**config.mk**
```make
export PLATFORM = sky130hd
export DESIGN_NAME = mesi_line_ctrl
export DESIGN_NICKNAME = d
export VERILOG_FILES = /design/src/rtl/mesi_pkg.sv /design/src/rtl/mesi_proc_decode.sv /design/src/rtl/mesi_snoop_unit.sv /design/src/rtl/mesi_req_track.sv /design/src/rtl/mesi_line_ctrl.sv
export SDC_FILE = /design/constraint.sdc
export NUM_CORES = 1
export LEC_CHECK = 0
export ABC_AREA = 1
export BUFFER_PORTS_ARGS = -buffer_cell sky130_fd_sc_hd__buf_2
export CORE_AREA = 2 2 39 41
export CTS_CLUSTER_DIAMETER = 60
export CTS_CLUSTER_SIZE = 8
export DETAILED_ROUTE_END_ITERATION = 12
export DIE_AREA = 0 0 41 43
export HOLD_SLACK_MARGIN = 0.02
export PLACE_DENSITY_LB_ADDON = 0.2
export SETUP_SLACK_MARGIN = 0.4
export SYNTH_ARGS = -nofsm -noshare
export SYNTH_HDL_FRONTEND = slang
export SYNTH_SLANG_ARGS = --single-unit
export TNS_END_PERCENT = 10
```
**constraint.sdc**
```tcl
create_clock -name clk -period 4 [get_ports clk]
set_clock_uncertainty 0.15 [all_clocks]
set_input_delay 0.2 -clock clk [delete_from_list [all_inputs] [get_ports clk]]
set_output_delay 0.2 -clock clk [all_outputs]
set_load 0.05 [all_outputs]
```
**src/rtl/mesi_pkg.sv**
```systemverilog
package mesi_pkg;

  typedef enum logic [1:0] {
    ST_I = 2'b00,
    ST_S = 2'b01,
    ST_E = 2'b10,
    ST_M = 2'b11
  } line_st_e;

  typedef enum logic [1:0] {
    OP_RD  = 2'b00,
    OP_WR  = 2'b01,
    OP_EV  = 2'b10,
    OP_RSV = 2'b11
  } cpu_op_e;

  typedef enum logic [1:0] {
    BC_RD  = 2'b00,
    BC_RDX = 2'b01,
    BC_UPG = 2'b10,
    BC_WB  = 2'b11
  } bus_cmd_e;

  typedef struct packed {
    logic     need;
    bus_cmd_e cmd;
  } bus_act_t;

  // Which bus transaction (if any) a processor op needs from a state
  function automatic bus_act_t proc_bus_action(input logic [1:0] st, input logic [1:0] op);
    bus_act_t a;
    a.need = 1'b0;
    a.cmd  = BC_RD;
    if (op == OP_RD && st == ST_I) begin
      a.need = 1'b1; a.cmd = BC_RD;
    end else if (op == OP_WR && st == ST_I) begin
      a.need = 1'b1; a.cmd = BC_RDX;
    end else if (op == OP_WR && st == ST_S) begin
      a.need = 1'b1; a.cmd = BC_UPG;
    end else if (op == OP_EV && st == ST_M) begin
      a.need = 1'b1; a.cmd = BC_WB;
    end
    return a;
  endfunction

  // State after a processor op completes
  function automatic logic [1:0] proc_next(input logic [1:0] st, input logic [1:0] op,
                                           input logic from_peer);
    logic [1:0] n;
    n = st;
    case (op)
      OP_RD:   if (st == ST_I) n = from_peer ? ST_S : ST_E;
      OP_WR:   n = ST_M;
      OP_EV:   n = ST_I;
      default: n = st;
    endcase
    return n;
  endfunction

  // State after a snooped transaction
  function automatic logic [1:0] snoop_next(input logic [1:0] st, input logic [1:0] cmd);
    logic [1:0] n;
    n = st;
    case (cmd)
      BC_RD:          if (st == ST_M || st == ST_E) n = ST_S;
      BC_RDX, BC_UPG: n = ST_I;
      default:        n = st;
    endcase
    return n;
  endfunction

endpackage

```
**src/rtl/mesi_proc_decode.sv**
```systemverilog
module mesi_proc_decode
  import mesi_pkg::*;
(
  input  logic [1:0] state,
  input  logic [1:0] op,
  input  logic       from_peer,
  output logic       need_bus,
  output logic [1:0] bus_cmd,
  output logic [1:0] next_state
);
  bus_act_t act;

  always_comb begin
    act        = proc_bus_action(state, op);
    need_bus   = act.need;
    bus_cmd    = act.cmd;
    next_state = proc_next(state, op, from_peer);
  end
endmodule

```
**src/rtl/mesi_snoop_unit.sv**
```systemverilog
module mesi_snoop_unit
  import mesi_pkg::*;
#(
  parameter bit WB_ON_SNOOP_RDX = 1'b1
) (
  input  logic [1:0] state,
  input  logic       snoop_valid,
  input  logic [1:0] snoop_cmd,
  output logic [1:0] next_state,
  output logic       flush
);
  logic dirty_hit;

  assign dirty_hit  = snoop_valid && (state == ST_M);
  assign next_state = snoop_next(state, snoop_cmd);

  generate
    if (WB_ON_SNOOP_RDX) begin : g_wb_rdx
      assign flush = dirty_hit && (snoop_cmd == BC_RD || snoop_cmd == BC_RDX);
    end else begin : g_wb_rd_only
      assign flush = dirty_hit && (snoop_cmd == BC_RD);
    end
  endgenerate
endmodule

```
**src/rtl/mesi_req_track.sv**
```systemverilog
module mesi_req_track (
  input  logic       clk,
  input  logic       rst_n,
  input  logic       accept,
  input  logic       complete,
  input  logic [1:0] op_in,
  output logic       busy,
  output logic [1:0] op_held
);
  always_ff @(posedge clk or negedge rst_n) begin
    if (!rst_n) begin
      busy    <= 1'b0;
      op_held <= 2'b00;
    end else if (accept) begin
      busy    <= 1'b1;
      op_held <= op_in;
    end else if (complete) begin
      busy    <= 1'b0;
    end
  end
endmodule

```
**src/rtl/mesi_line_ctrl.sv**
```systemverilog
module mesi_line_ctrl
  import mesi_pkg::*;
#(
  parameter bit WB_ON_SNOOP_RDX = 1'b1
) (
  input  logic       clk,
  input  logic       rst_n,
  input  logic       cpu_req_valid,
  input  logic [1:0] cpu_req_op,
  output logic       cpu_grant,
  output logic       bus_req_valid,
  output logic [1:0] bus_req_cmd,
  input  logic       bus_grant,
  input  logic       bus_fill_from_peer,
  input  logic       snoop_valid,
  input  logic [1:0] snoop_cmd,
  output logic       snoop_wb,
  output logic [1:0] line_state
);
  logic [1:0] state_q;
  logic       busy;
  logic [1:0] op_held;
  logic [1:0] active_op;
  logic       need_bus;
  logic [1:0] proc_nxt;
  logic [1:0] snp_nxt;
  logic       hit_done;
  logic       wait_done;
  logic       accept;

  assign active_op = busy ? op_held : cpu_req_op;

  mesi_proc_decode u_dec (
    .state      (state_q),
    .op         (active_op),
    .from_peer  (bus_fill_from_peer),
    .need_bus   (need_bus),
    .bus_cmd    (bus_req_cmd),
    .next_state (proc_nxt)
  );

  mesi_snoop_unit #(.WB_ON_SNOOP_RDX(WB_ON_SNOOP_RDX)) u_snp (
    .state       (state_q),
    .snoop_valid (snoop_valid),
    .snoop_cmd   (snoop_cmd),
    .next_state  (snp_nxt),
    .flush       (snoop_wb)
  );

  // Snoop has priority: nothing on the processor side moves in a snoop cycle
  assign hit_done  = !busy && cpu_req_valid && !need_bus && !snoop_valid;
  assign wait_done = busy && !snoop_valid && (!need_bus || bus_grant);
  assign accept    = !busy && cpu_req_valid && need_bus && !snoop_valid;

  assign cpu_grant     = hit_done || wait_done;
  assign bus_req_valid = busy && need_bus;

  mesi_req_track u_trk (
    .clk      (clk),
    .rst_n    (rst_n),
    .accept   (accept),
    .complete (wait_done),
    .op_in    (cpu_req_op),
    .busy     (busy),
    .op_held  (op_held)
  );

  always_ff @(posedge clk or negedge rst_n) begin
    if (!rst_n)          state_q <= ST_I;
    else if (snoop_valid) state_q <= snp_nxt;
    else if (cpu_grant)   state_q <= proc_nxt;
  end

  assign line_state = state_q;
endmodule

```
==> flow_metrics.tcl <==
set metrics [dict create \
    worstRegToRegCells 13 \
    path_clk_slew_ns 0.04 \
    cts.sink_count 5 \
    power_w 0.0004636 \
    globalplace.congestion 0.6627 \
    cp_slowest_cell "dfrtp_1" \
    num_antenna_cells 0 \
    ys_ff_latch 5 \
    synth_edf_count 0 \
    max_slew_margin 0.7235 \
    synthTopCellsByCount "13 x nand2_1, 12 x inv_1, 5 x dfrtp_1, 5 x ha_1, 5 x nand3_1" \
    post_drt_wl_per_cell_um 9.356 \
    max_freq_ghz 0.3704 \
    ff2ff_setup_slack_ns 1.76 \
    first_pass_iters 4 \
    crit_path_start "u_trk.busy" \
    worstPathCellList "inv_1 > or2_2 > o21ai_0 > inv_1 > ha_1 > nand3_1 > nand2_1 > nor2_2 > nand3_2 > o21ai_0 > buf_2" \
    dp_cells 99 \
    worstSetupPathType "register to primary output" \
    vias_per_cell 4.712 \
    crit_end "cpu_grant" \
    cap_viol_max_count 0 \
    reg2reg_to "line_state[0]" \
    core-area_sq_um 1384 \
    post-cts-setup-buffer-count 0 \
    htree_levels 1 \
    leakagePower_nw 0.3630 \
    routed_wl_um 973 \
    hold_viol_final 0 \
    hpwl_um 804 \
    layout.nets 104 \
    drc 0 \
    drive_gt1_frac 0.2955 \
    synth_area_sq_um 470.5 \
    grt_max_degree 8 \
    areaGrowthSynthToFinish_pct 28.99 \
    async_reset_ff_frac 1.000 \
    crit_arrival_ns 2.35 \
    path_delay_family "simple AND/OR/NAND/NOR gates" \
    ys_seq_area_frac 0.2660 \
    fin_crit_sh 0.6749 \
    ys.flop_type "dfrtp_1" \
    cts-buffers-inserted 3 \
    status "finished, final reports clean" \
    clk_latency_ns 0.24 \
    antenna_found_initial 0 \
    ios 17 \
    cp.required_ns 3.65 \
    synth_top_area_cell "dfrtp_1" \
    peakVddDrop_mv 0.2748 \
    finalWorstSetupSlack_ns 1.301 \
    cts_tree "built" \
    via_count 490 \
    cp-end-kind "primary output" \
    critical_path_depth 11 \
    cts_buffer_depth 2 \
    fin_cells 104 \
    initial_core_util 0.3400 \
    synth_top_area_frac 0.2660 \
    rows 14 \
    fin_crit_ns 2.699 \
    p_per_area_nw_per_um2 764.0 \
    synthCells 67 \
    synth.avg_cell_area_sq_um 7.022 \
    ys_warn_count 0 \
    yosysMostFrequentCell "nand2_1" \
    clock-root-buffer "clkbuf_4" \
    path_buf_inv 3 \
    fp.dieW_um 41 \
    grt_usage 0.1384 \
    dieArea_sq_um 1763 \
    cp-start-kind "register" \
    io_buffers 16 \
    min_path_type "input port to register" \
    grt_pass1_wl_um 1662 \
    die_h_um 43 \
    yosys-top-cells-area "dfrtp_1 27%, ha_1 13%, nand2_1 10%" \
    first_iter_violations 6 \
    path_max_fanout 6 \
    grt_setup_unrepaired "false" \
    reg2reg_from "u_trk.busy" \
    setup_viol 0 \
    tightest_slew_ns 0.4116 \
    place_ws_ns 1.552 \
    cpPeakStageDelay_ns 0.37 \
    grt_overflow 0 \
    fin_tns_setup_ns 0 \
    finalMaxSlewViolations 0 \
    synth.net_count 82 \
    grt_pass1_vias 426 \
    ys_types 21 \
    antenna_left 0 \
]
==> worst min path at each step <==
| stage | from | to | slack, ns | cells past startpoint |
|---|---|---|---|---|
| detailed placement | rst_n | line_state[1] | -0.13 | 1 |
| finish | cpu_req_op[1] | u_trk.op_held[1] | 0.06 | 3 |
| floorplan | rst_n | line_state[0] | -0.25 | 0 |
| global placement | rst_n | line_state[1] | -0.13 | 1 |
| global route | cpu_req_op[1] | u_trk.op_held[1] | 0.06 | 3 |
| CTS | cpu_req_op[1] | u_trk.op_held[1] | 0.05 | 3 |
==> flip-flops by register name, indices dropped and copies added (netlist names) <==
register and count:
line_state 2, u_trk.op_held 2, u_trk.busy 1
==> metal layers <==
metal / track usage / wire length (um) / up-vias
met4: 0.1000 / 0 / 0
met2: 0.1969 / 470 / 8
met5: 0 / 0 / -
met3: 0.01571 / 28 / 0
li1: - / - / 266
met1: 0.1836 / 474 / 216
==> worst min-delay path: cells and delay by family <==
kind	cells	cell delay, ns
compound gates	1	0.05
buf+inv	2	0.14
==> power by group <==
part / switching, W / internal, W
logic: 0.000220 / 0.0000937
registers: 0.0000212 / 0.0000727
clock network: 0.0000187 / 0.0000376
total: 0.000260 / 0.000204
==> stage by stage <==
step / hold WS [ns] / utilization / area, sq um
2_1_floorplan: -0.2456 / - / 470.5
3_3_place_gp: -0.1317 / 0.4123 / 570.5
3_5_place_dp: -0.1319 / 0.4123 / 570.5
4_1_cts: 0.04972 / 0.4385 / 606.8
5_1_grt: 0.06268 / 0.4385 / 606.8
6_report: 0.05700 / 0.4385 / 606.8
==> logic make-up (layout without fill, tap and decap cells) <==
family,after synthesis,in the layout,synth area share
AO/OA/AOI/OAI,12,12,0.1543
adder cells (fa/ha/maj),5,5,0.1330
AND/OR/NAND/NOR,33,33,0.3511
flip-flops,5,5,0.2660
buffers and inverters,12,33,0.09574
==> timing repair <==
item / 4_1_cts / 5_1_grt
endpoints found under the hold margin: 5 / 0
hold buffers: 1 / 0
gates resized for setup: 0 / 0
==> placed cells by master, fill, tap and decap left out, types with 2 or more instances in the layout <==
cell	synthesis	layout
buf_2	0	16
clkbuf_4	0	3
dfrtp_1	5	5
ha_1	5	5
inv_1	12	12
nand2_1	13	13
nand2_2	2	2
nand3_1	5	5
nand3_2	2	2
nor2_1	4	4
o21ai_0	4	4
o21ai_1	3	3
or2_2	2	2
==> layout make-up <==
type                       count  area, sq um
inverter                      12        45.04
fill                         166        777.0
timing repair buffer          17        90.09
tap                           16        20.02
multi-input combinational     50        300.3
sequential                     5        125.1
clock buffer                   4        26.28
(Power assumes the default switching activity.)
